`config.mk`:
```
export PLATFORM = sky130hd
export DESIGN_NAME = cal_alarm
export DESIGN_NICKNAME = d
export VERILOG_FILES = /design/src/rtl/calm_pkg.sv /design/src/rtl/calm_regs.sv /design/src/rtl/calm_match.sv /design/src/rtl/calm_status.sv /design/src/rtl/cal_alarm.sv
export SDC_FILE = /design/constraint.sdc
export NUM_CORES = 1
export LEC_CHECK = 0
export ABC_AREA = 1
export BUFFER_PORTS_ARGS = -buffer_cell sky130_fd_sc_hd__buf_2
export CAP_MARGIN = 10
export CORE_ASPECT_RATIO = 1.25
export CORE_MARGIN = 2
export CORE_UTILIZATION = 45
export CTS_CLUSTER_DIAMETER = 80
export DETAILED_ROUTE_END_ITERATION = 6
export MAX_ROUTING_LAYER = met4
export PLACE_DENSITY = 0.66
export SKIP_LAST_GASP = 1
export SLEW_MARGIN = 30
export SYNTH_ARGS = -nofsm -noshare
export SYNTH_HDL_FRONTEND = slang
export SYNTH_SLANG_ARGS = --single-unit
```
`constraint.sdc`:
```
create_clock -name clk -period 1.55 [get_ports clk]
set_input_delay 0.155 -clock clk [delete_from_list [all_inputs] [get_ports clk]]
set_output_delay 0.155 -clock clk [all_outputs]
set_load 0.1 [all_outputs]
```
`src/rtl/calm_pkg.sv`:
```
package calm_pkg;
    localparam int NUM_FIELDS = 7;
    localparam int VAL_W      = 8;
    localparam int ADDR_W     = 4;
    localparam int DATA_W     = 16;
    localparam int ENA_BIT    = 15;
    localparam int ADR_COMMIT = 7;
    localparam int ADR_IEN    = 8;
    localparam int ADR_STATUS = 9;

    typedef struct packed {
        logic             en;
        logic [VAL_W-1:0] val;
    } field_t;

    // BCD width of each field, indexed by its register address
    function automatic int field_width(input int idx);
        case (idx)
            0, 1:    return 7;
            2, 4:    return 6;
            3:       return 3;
            5:       return 5;
            default: return 8;
        endcase
    endfunction

    function automatic logic [VAL_W-1:0] field_mask(input int idx);
        return VAL_W'((1 << field_width(idx)) - 1);
    endfunction
endpackage

```
`src/rtl/calm_regs.sv`:
```
module calm_regs
    import calm_pkg::*;
#(
    parameter int NF = NUM_FIELDS,
    parameter int AW = ADDR_W,
    parameter int DW = DATA_W
) (
    input  logic               clk,
    input  logic               rst_n,
    input  logic               wr_en,
    input  logic [AW-1:0]      wr_addr,
    input  logic [DW-1:0]      wr_data,
    output field_t [NF-1:0]    act_o,
    output logic               ien_o
);
    typedef struct packed {
        field_t [NF-1:0] stg;
        field_t [NF-1:0] act;
        logic            ien;
    } regs_t;

    regs_t regs_d, regs_q;
    logic  commit_w;

    assign commit_w = wr_en && (wr_addr == AW'(ADR_COMMIT)) && wr_data[ENA_BIT];

    always_comb begin
        regs_d = regs_q;
        if (wr_en) begin
            for (int i = 0; i < NF; i++) begin
                if (wr_addr == AW'(i)) begin
                    regs_d.stg[i].val = wr_data[VAL_W-1:0] & field_mask(i);
                    regs_d.stg[i].en  = wr_data[ENA_BIT];
                end
            end
            if (wr_addr == AW'(ADR_IEN)) begin
                regs_d.ien = wr_data[0];
            end
        end
        if (commit_w) begin
            regs_d.act = regs_q.stg;
        end
    end

    always_ff @(posedge clk or negedge rst_n) begin
        if (!rst_n) regs_q <= '0;
        else        regs_q <= regs_d;
    end

    assign act_o = regs_q.act;
    assign ien_o = regs_q.ien;

    // Active set moves only on a commit write
    assert_active_hold_R3: assert property (@(posedge clk) disable iff (!rst_n)
        !commit_w |=> $stable(act_o));
    assert_commit_copy_R2: assert property (@(posedge clk) disable iff (!rst_n)
        commit_w |=> (act_o == $past(regs_q.stg)));
endmodule

```
`src/rtl/calm_match.sv`:
```
module calm_match
    import calm_pkg::*;
#(
    parameter int NF = NUM_FIELDS
) (
    input  logic                        clk,
    input  logic                        rst_n,
    input  logic                        tick_i,
    input  field_t [NF-1:0]             act_i,
    input  logic [NF-1:0][VAL_W-1:0]    cur_i,
    output logic                        match_o
);
    logic [NF-1:0] field_ok;
    logic [NF-1:0] field_on;

    for (genvar g = 0; g < NF; g++) begin : g_field
        assign field_on[g] = act_i[g].en;
        assign field_ok[g] = !act_i[g].en || (act_i[g].val == cur_i[g]);
    end

    assign match_o = tick_i && (|field_on) && (&field_ok);

    assert_match_needs_tick_R7: assert property (@(posedge clk) disable iff (!rst_n)
        match_o |-> tick_i);
    assert_no_enable_no_match_R5: assert property (@(posedge clk) disable iff (!rst_n)
        (act_i[0].en == 1'b0 && act_i[1].en == 1'b0 && act_i[2].en == 1'b0 &&
         act_i[NF-1].en == 1'b0 && $countones(field_on) == 0) |-> !match_o);
endmodule

```
`src/rtl/calm_status.sv`:
```
module calm_status (
    input  logic clk,
    input  logic rst_n,
    input  logic match_i,
    input  logic clear_i,
    input  logic ien_i,
    output logic status_o,
    output logic irq_o
);
    typedef struct packed {
        logic status;
    } st_t;

    st_t st_d, st_q;

    always_comb begin
        st_d = st_q;
        if (match_i)      st_d.status = 1'b1;
        else if (clear_i) st_d.status = 1'b0;
    end

    always_ff @(posedge clk or negedge rst_n) begin
        if (!rst_n) st_q <= '0;
        else        st_q <= st_d;
    end

    assign status_o = st_q.status;
    assign irq_o    = st_q.status & ien_i;

    assert_match_sets_R9: assert property (@(posedge clk) disable iff (!rst_n)
        match_i |=> status_o);
    assert_sticky_R8: assert property (@(posedge clk) disable iff (!rst_n)
        (status_o && !clear_i) |=> status_o);
    assert_rise_only_on_match_R4: assert property (@(posedge clk) disable iff (!rst_n)
        $rose(status_o) |-> $past(match_i));
    assert_irq_needs_status_R10: assert property (@(posedge clk) disable iff (!rst_n)
        irq_o |-> status_o);
endmodule

```
`src/rtl/cal_alarm.sv`:
```
module cal_alarm
    import calm_pkg::*;
#(
    parameter int NF = NUM_FIELDS,
    parameter int AW = ADDR_W,
    parameter int DW = DATA_W
) (
    input  logic          clk,
    input  logic          rst_n,
    input  logic          sec_tick,
    input  logic [6:0]    cur_sec,
    input  logic [6:0]    cur_min,
    input  logic [5:0]    cur_hour,
    input  logic [2:0]    cur_wday,
    input  logic [5:0]    cur_mday,
    input  logic [4:0]    cur_mon,
    input  logic [7:0]    cur_year,
    input  logic          wr_en,
    input  logic [AW-1:0] wr_addr,
    input  logic [DW-1:0] wr_data,
    output logic          alarm_status,
    output logic          alarm_irq
);
    field_t [NF-1:0]          act;
    logic                     ien;
    logic                     match;
    logic                     clear_w;
    logic [NF-1:0][VAL_W-1:0] cur;

    assign cur[0] = VAL_W'(cur_sec);
    assign cur[1] = VAL_W'(cur_min);
    assign cur[2] = VAL_W'(cur_hour);
    assign cur[3] = VAL_W'(cur_wday);
    assign cur[4] = VAL_W'(cur_mday);
    assign cur[5] = VAL_W'(cur_mon);
    assign cur[6] = VAL_W'(cur_year);

    assign clear_w = wr_en && (wr_addr == AW'(ADR_STATUS)) && wr_data[0];

    calm_regs #(.NF(NF), .AW(AW), .DW(DW)) u_regs (
        .clk     (clk),
        .rst_n   (rst_n),
        .wr_en   (wr_en),
        .wr_addr (wr_addr),
        .wr_data (wr_data),
        .act_o   (act),
        .ien_o   (ien)
    );

    calm_match #(.NF(NF)) u_match (
        .clk     (clk),
        .rst_n   (rst_n),
        .tick_i  (sec_tick),
        .act_i   (act),
        .cur_i   (cur),
        .match_o (match)
    );

    calm_status u_status (
        .clk      (clk),
        .rst_n    (rst_n),
        .match_i  (match),
        .clear_i  (clear_w),
        .ien_i    (ien),
        .status_o (alarm_status),
        .irq_o    (alarm_irq)
    );

    assert_clear_alone_R8: assert property (@(posedge clk) disable iff (!rst_n)
        (clear_w && !match) |=> !alarm_status);
endmodule

```
Word-level counts from Yosys, hierarchy flattened. Cells that the tools add are included.

Add/subtract/negate cells: 7. Eq/ne operators: 16. Shifts and indexed selects: 7. Multiplexer cells: 16. Bitwise operators: 8. Reduce and logical (&&, ||, !) cells: 32.

Operator list (count): two-way mux 32 bit (14); << shifter 1 x 32 -> 8 bit (first input constant) (7); AND 8 bit (7); subtractor 8 x 2 -> 8 bit (second input constant) (7); equality test 4 x 3 -> 1 bit (second input constant) (4); equality test 8 x 6 -> 1 bit (2); equality test 8 x 7 -> 1 bit (2); AND reduction 2 bit (8); equality test 4 x 2 -> 1 bit (second input constant) (2); equality test 4 bit (second input constant) (2); equality test 8 x 3 -> 1 bit (1); equality test 8 x 5 -> 1 bit (1); equality test 8 bit (1); logical NOT 1 bit (7); logical OR 1 bit (7); AND reduction 7 bit (1); OR reduction 7 bit (1); logical AND 1 bit (6); equality test 4 x 1 -> 1 bit (second input constant) (1); logical NOT 4 bit (1); two-way mux 1 bit (2); nonzero test 2 bit (1); AND 1 bit (1).

Register bits after elaboration: 128. Input port bits: 66. Logic and storage cells: 116.

Depth between registers and ports, before layout.
Word-level depth: 6. Gate-level depth with buffers: 11.

Modules after synthesis. From an unflattened synthesis, not the netlist that was laid out.

Cell total of the unflattened synthesis: 726. Area total of the unflattened synthesis: 5500.3 µm².

Modules (own cells, without submodules): calm_regs (instances 1, cells each 516, area an instance 4483.0 µm²); calm_match (instances 1, cells each 194, area an instance 930.9 µm²); calm_status (instances 1, cells each 7, area an instance 47.5 µm²); cal_alarm (instances 1, cells each 9, area an instance 38.8 µm²).

Worst setup path after synthesis. Ideal clock, no wire load.

Kind: flip-flop to output port. From: register u_status.st_q, in the netlist u_status.status_o. To: output alarm_irq. Arrival: 1645 ps. Setup slack: -250 ps. Stages on the path, launching flop included: 3. Path buffers: 0. Cells stage by stage: dfrtp_1 nand2_1 inv_1.

Word-level cells in the longest chain between the ends: 1.

RTL lines: start: declaration (RTL line calm_status.sv:14) `st_t st_d, st_q;`; start signal: assignment (RTL line calm_status.sv:24) `else st_q <= st_d;`; AND 1 bit (RTL line calm_status.sv:28) `assign irq_o = st_q.status & ien_i;`; end: declaration (RTL line cal_alarm.sv:22) `output logic alarm_irq`.

Every way passes these cells.

Final worst setup path. Ends and elaborated chain as after synthesis.

==> results.yml <==
run_status:
  status: "finished clean"
floorplanning:
  die_area_um2: 10700
  core_region_area_um2: 9610
  dieHeight_um: 115
  rows: 40
  die_x_um: 92.9
  initial_core_util: 0.463
  io-pin-count: 68
clock_tree:
  cts_resized: 0
  htreeDepth: 3
  root_buffer: "clkbuf_16"
  cts_tree: "built"
  clk_latency_ps: 340
  clk_transition_reported_paths_ps: 60
  clock_path_buffers: 2
  cts_buffers: 9
  cts_sinks: 100
place:
  place_inst: 697
  gp_congestion: 0.758
  dp_hpwl_um: 6630
  io_buffers: 60
  place_area_um2: 4970
power_and_ir_drop:
  p_per_area_nw_per_um2: 1350
  ir_drop_v: 0.000745
  power.leakage_nw: 2.75
  report.power.total_mw: 7.12
global_route:
  grt_max_degree: 36
  grt_pass1_vias: 3344
  grt.overflow.total: 0
  grt_first_pass_wirelength_um: 15600
  grt_usage: 0.196
  antenna_found_initial: 0
worst_setup_path:
  cp-end-kind: "primary output"
  setup.worst_path.end: "alarm_irq"
  cp.arrival_ps: 1250
  r2r_start: "u_regs.act_o[15]"
  critPathLaunchType: "flop"
  required_ps: 1390
  r2r_setup_slack_ps: 330
  worstRegToRegCells: 10
  reg2reg_to: "u_status.status_o"
  critical_path_class: "reg -> out"
  crit_fanout: 3
  startpoint: "u_status.status_o"
layout:
  n_antenna_cell: 0
  final_cell_area_um2: 5280
  nFillCells: 914
  drive_gt1_frac: 0.184
  instances_no_fill: 714
  fin_nets: 649
  area_growth_pct: 18.8
sta:
  maxSlewViolCount: 0
  tns_ps: 0
  whs_ps: 53.4
  period_share: 0.905
  maxSlewHeadroom: 0.670
  skew_ps: 2.36
  min_period_ps: 1400
  tightestPinTransition_ps: 494
  fmax_ghz: 0.713
  hold_viol: 0
  setup_viol: 0
  rsz0062_at_grt: "no"
logic_synthesis:
  synth_seq_area_share: 0.563
  ys_ff_latch: 100
  yosysWarningCount: 0
  synth_area_um2: 4450
  synth_cell_types: 16
  netlist_instances: 513
  avgSynthCellArea_um2: 8.67
  syn_nets: 579
detailed_routing:
  post_drt_wl_per_cell_um: 12.9
  initialDrtViolationCount: 205
  vias_per_cell: 4.72
  drt_wl_total_um: 9190
  ant_nets: 0
  firstDrtPassIters: 4
  drc_errors: 0
  num_vias: 3373
worst_hold_path:
  hold_path.class: "in -> reg"
job:
  max_cap_violations: 0
## worst max-delay path, stage by stage, from the launching register on
cell	delay [ps]
dfrtp_2	390
nand2_1	60
inv_1	50
buf_2	410
## cell families (layout without fill, tap and decap cells)
| group | count (synthesis) | count (layout) | synth area share |
|---|---|---|---|
| xor gates and xnor gates | 20 | 20 | 0.0394 |
| DFF | 100 | 100 | 0.563 |
| muxes | 19 | 19 | 0.0481 |
| buffers and inverters | 81 | 156 | 0.0718 |
| AOI/OAI and AO/OA | 83 | 83 | 0.0934 |
| and+or+nand+nor | 210 | 210 | 0.184 |
## where the power goes
group	switching, mW	leakage, nW	internal [mW]
sequential	0.339	1.22	3.22
combinational	0.760	1.38	0.551
clock	0.927	0.155	1.33
## cell usage after synthesis (all sizes together)
cell	instances	area, um^2
clkbuf	8	30.0
nor2	47	176
a21oi	19	95.1
nor3	1	16.3
mux2	19	214
buf	6	37.5
nand3	12	60.1
xnor2	7	61.3
xor2	13	114
inv	67	251
nand3b	1	7.51
o21ai	64	320
nand2	149	559
dfrtp	100	2500
## sequential cells by signal (all words and copies together), names as in the netlist
register and cells:
u_regs.act_o 49, u_regs.ien_o 1, u_status.status_o 1, u_regs.regs_q 49
## metrics by stage
stage / utilization / setup WS [ps]
after floorplan: - / 25.7
after global placement: 0.517 / 107
after detailed placement: 0.517 / 64.1
after CTS: 0.549 / 136
after global routing: 0.549 / 0.0800
final: 0.549 / 147
## layout make-up
class / instances / area [um^2] / area share
flip-flops and latches: 100 / 2500 / 0.474
multi-input cells: 332 / 1620 / 0.308
repair buffers: 73 / 440 / 0.0834
clock buffers: 11 / 253 / 0.0479
inverters: 67 / 251 / 0.0476
well taps: 126 / 158 / 0.0299
clock inverters: 5 / 50.0 / 0.00948
## timing repair
action                                 in CTS  in global routing
endpoints found under the hold margin      32                  0
setup buffers                               0                  0
hold buffers                                1                  0
## cell usage in the layout, fill, tap and decap left out, drive strengths merged, types with 4 or more instances in the layout
master  count
nor2       47
dfrtp     100
o21ai      64
clkbuf     11
mux2       19
buf        72
xor2       13
clkinv      4
a21oi      19
xnor2       7
inv        67
nand2     149
nand3      12
## routing by layer
metal  wire [um]  global-route usage  vias up
met4         155              0.0824        0
met1        4110               0.242     1581
li1            -                   -     1734
met3         307              0.0269        9
met5           0                   -        -
met2        4610               0.325       49
## worst min path at each step
| stage | slack (ps) | endpoint | depth (start not counted) | start |
|---|---|---|---|---|
| final | 50 | u_regs.regs_q[85] | 3 | wr_data[3] |
| after global routing | 60 | u_regs.regs_q[125] | 2 | wr_data[7] |
| after CTS | 50 | u_regs.regs_q[85] | 3 | wr_data[3] |
| after detailed placement | 150 | u_regs.act_o[41] | 1 | rst_n |
| after global placement | 140 | u_regs.act_o[36] | 1 | rst_n |
| after floorplan | -140 | u_regs.act_o[0] | 0 | rst_n |
Power figures use the tool's default switching activity.
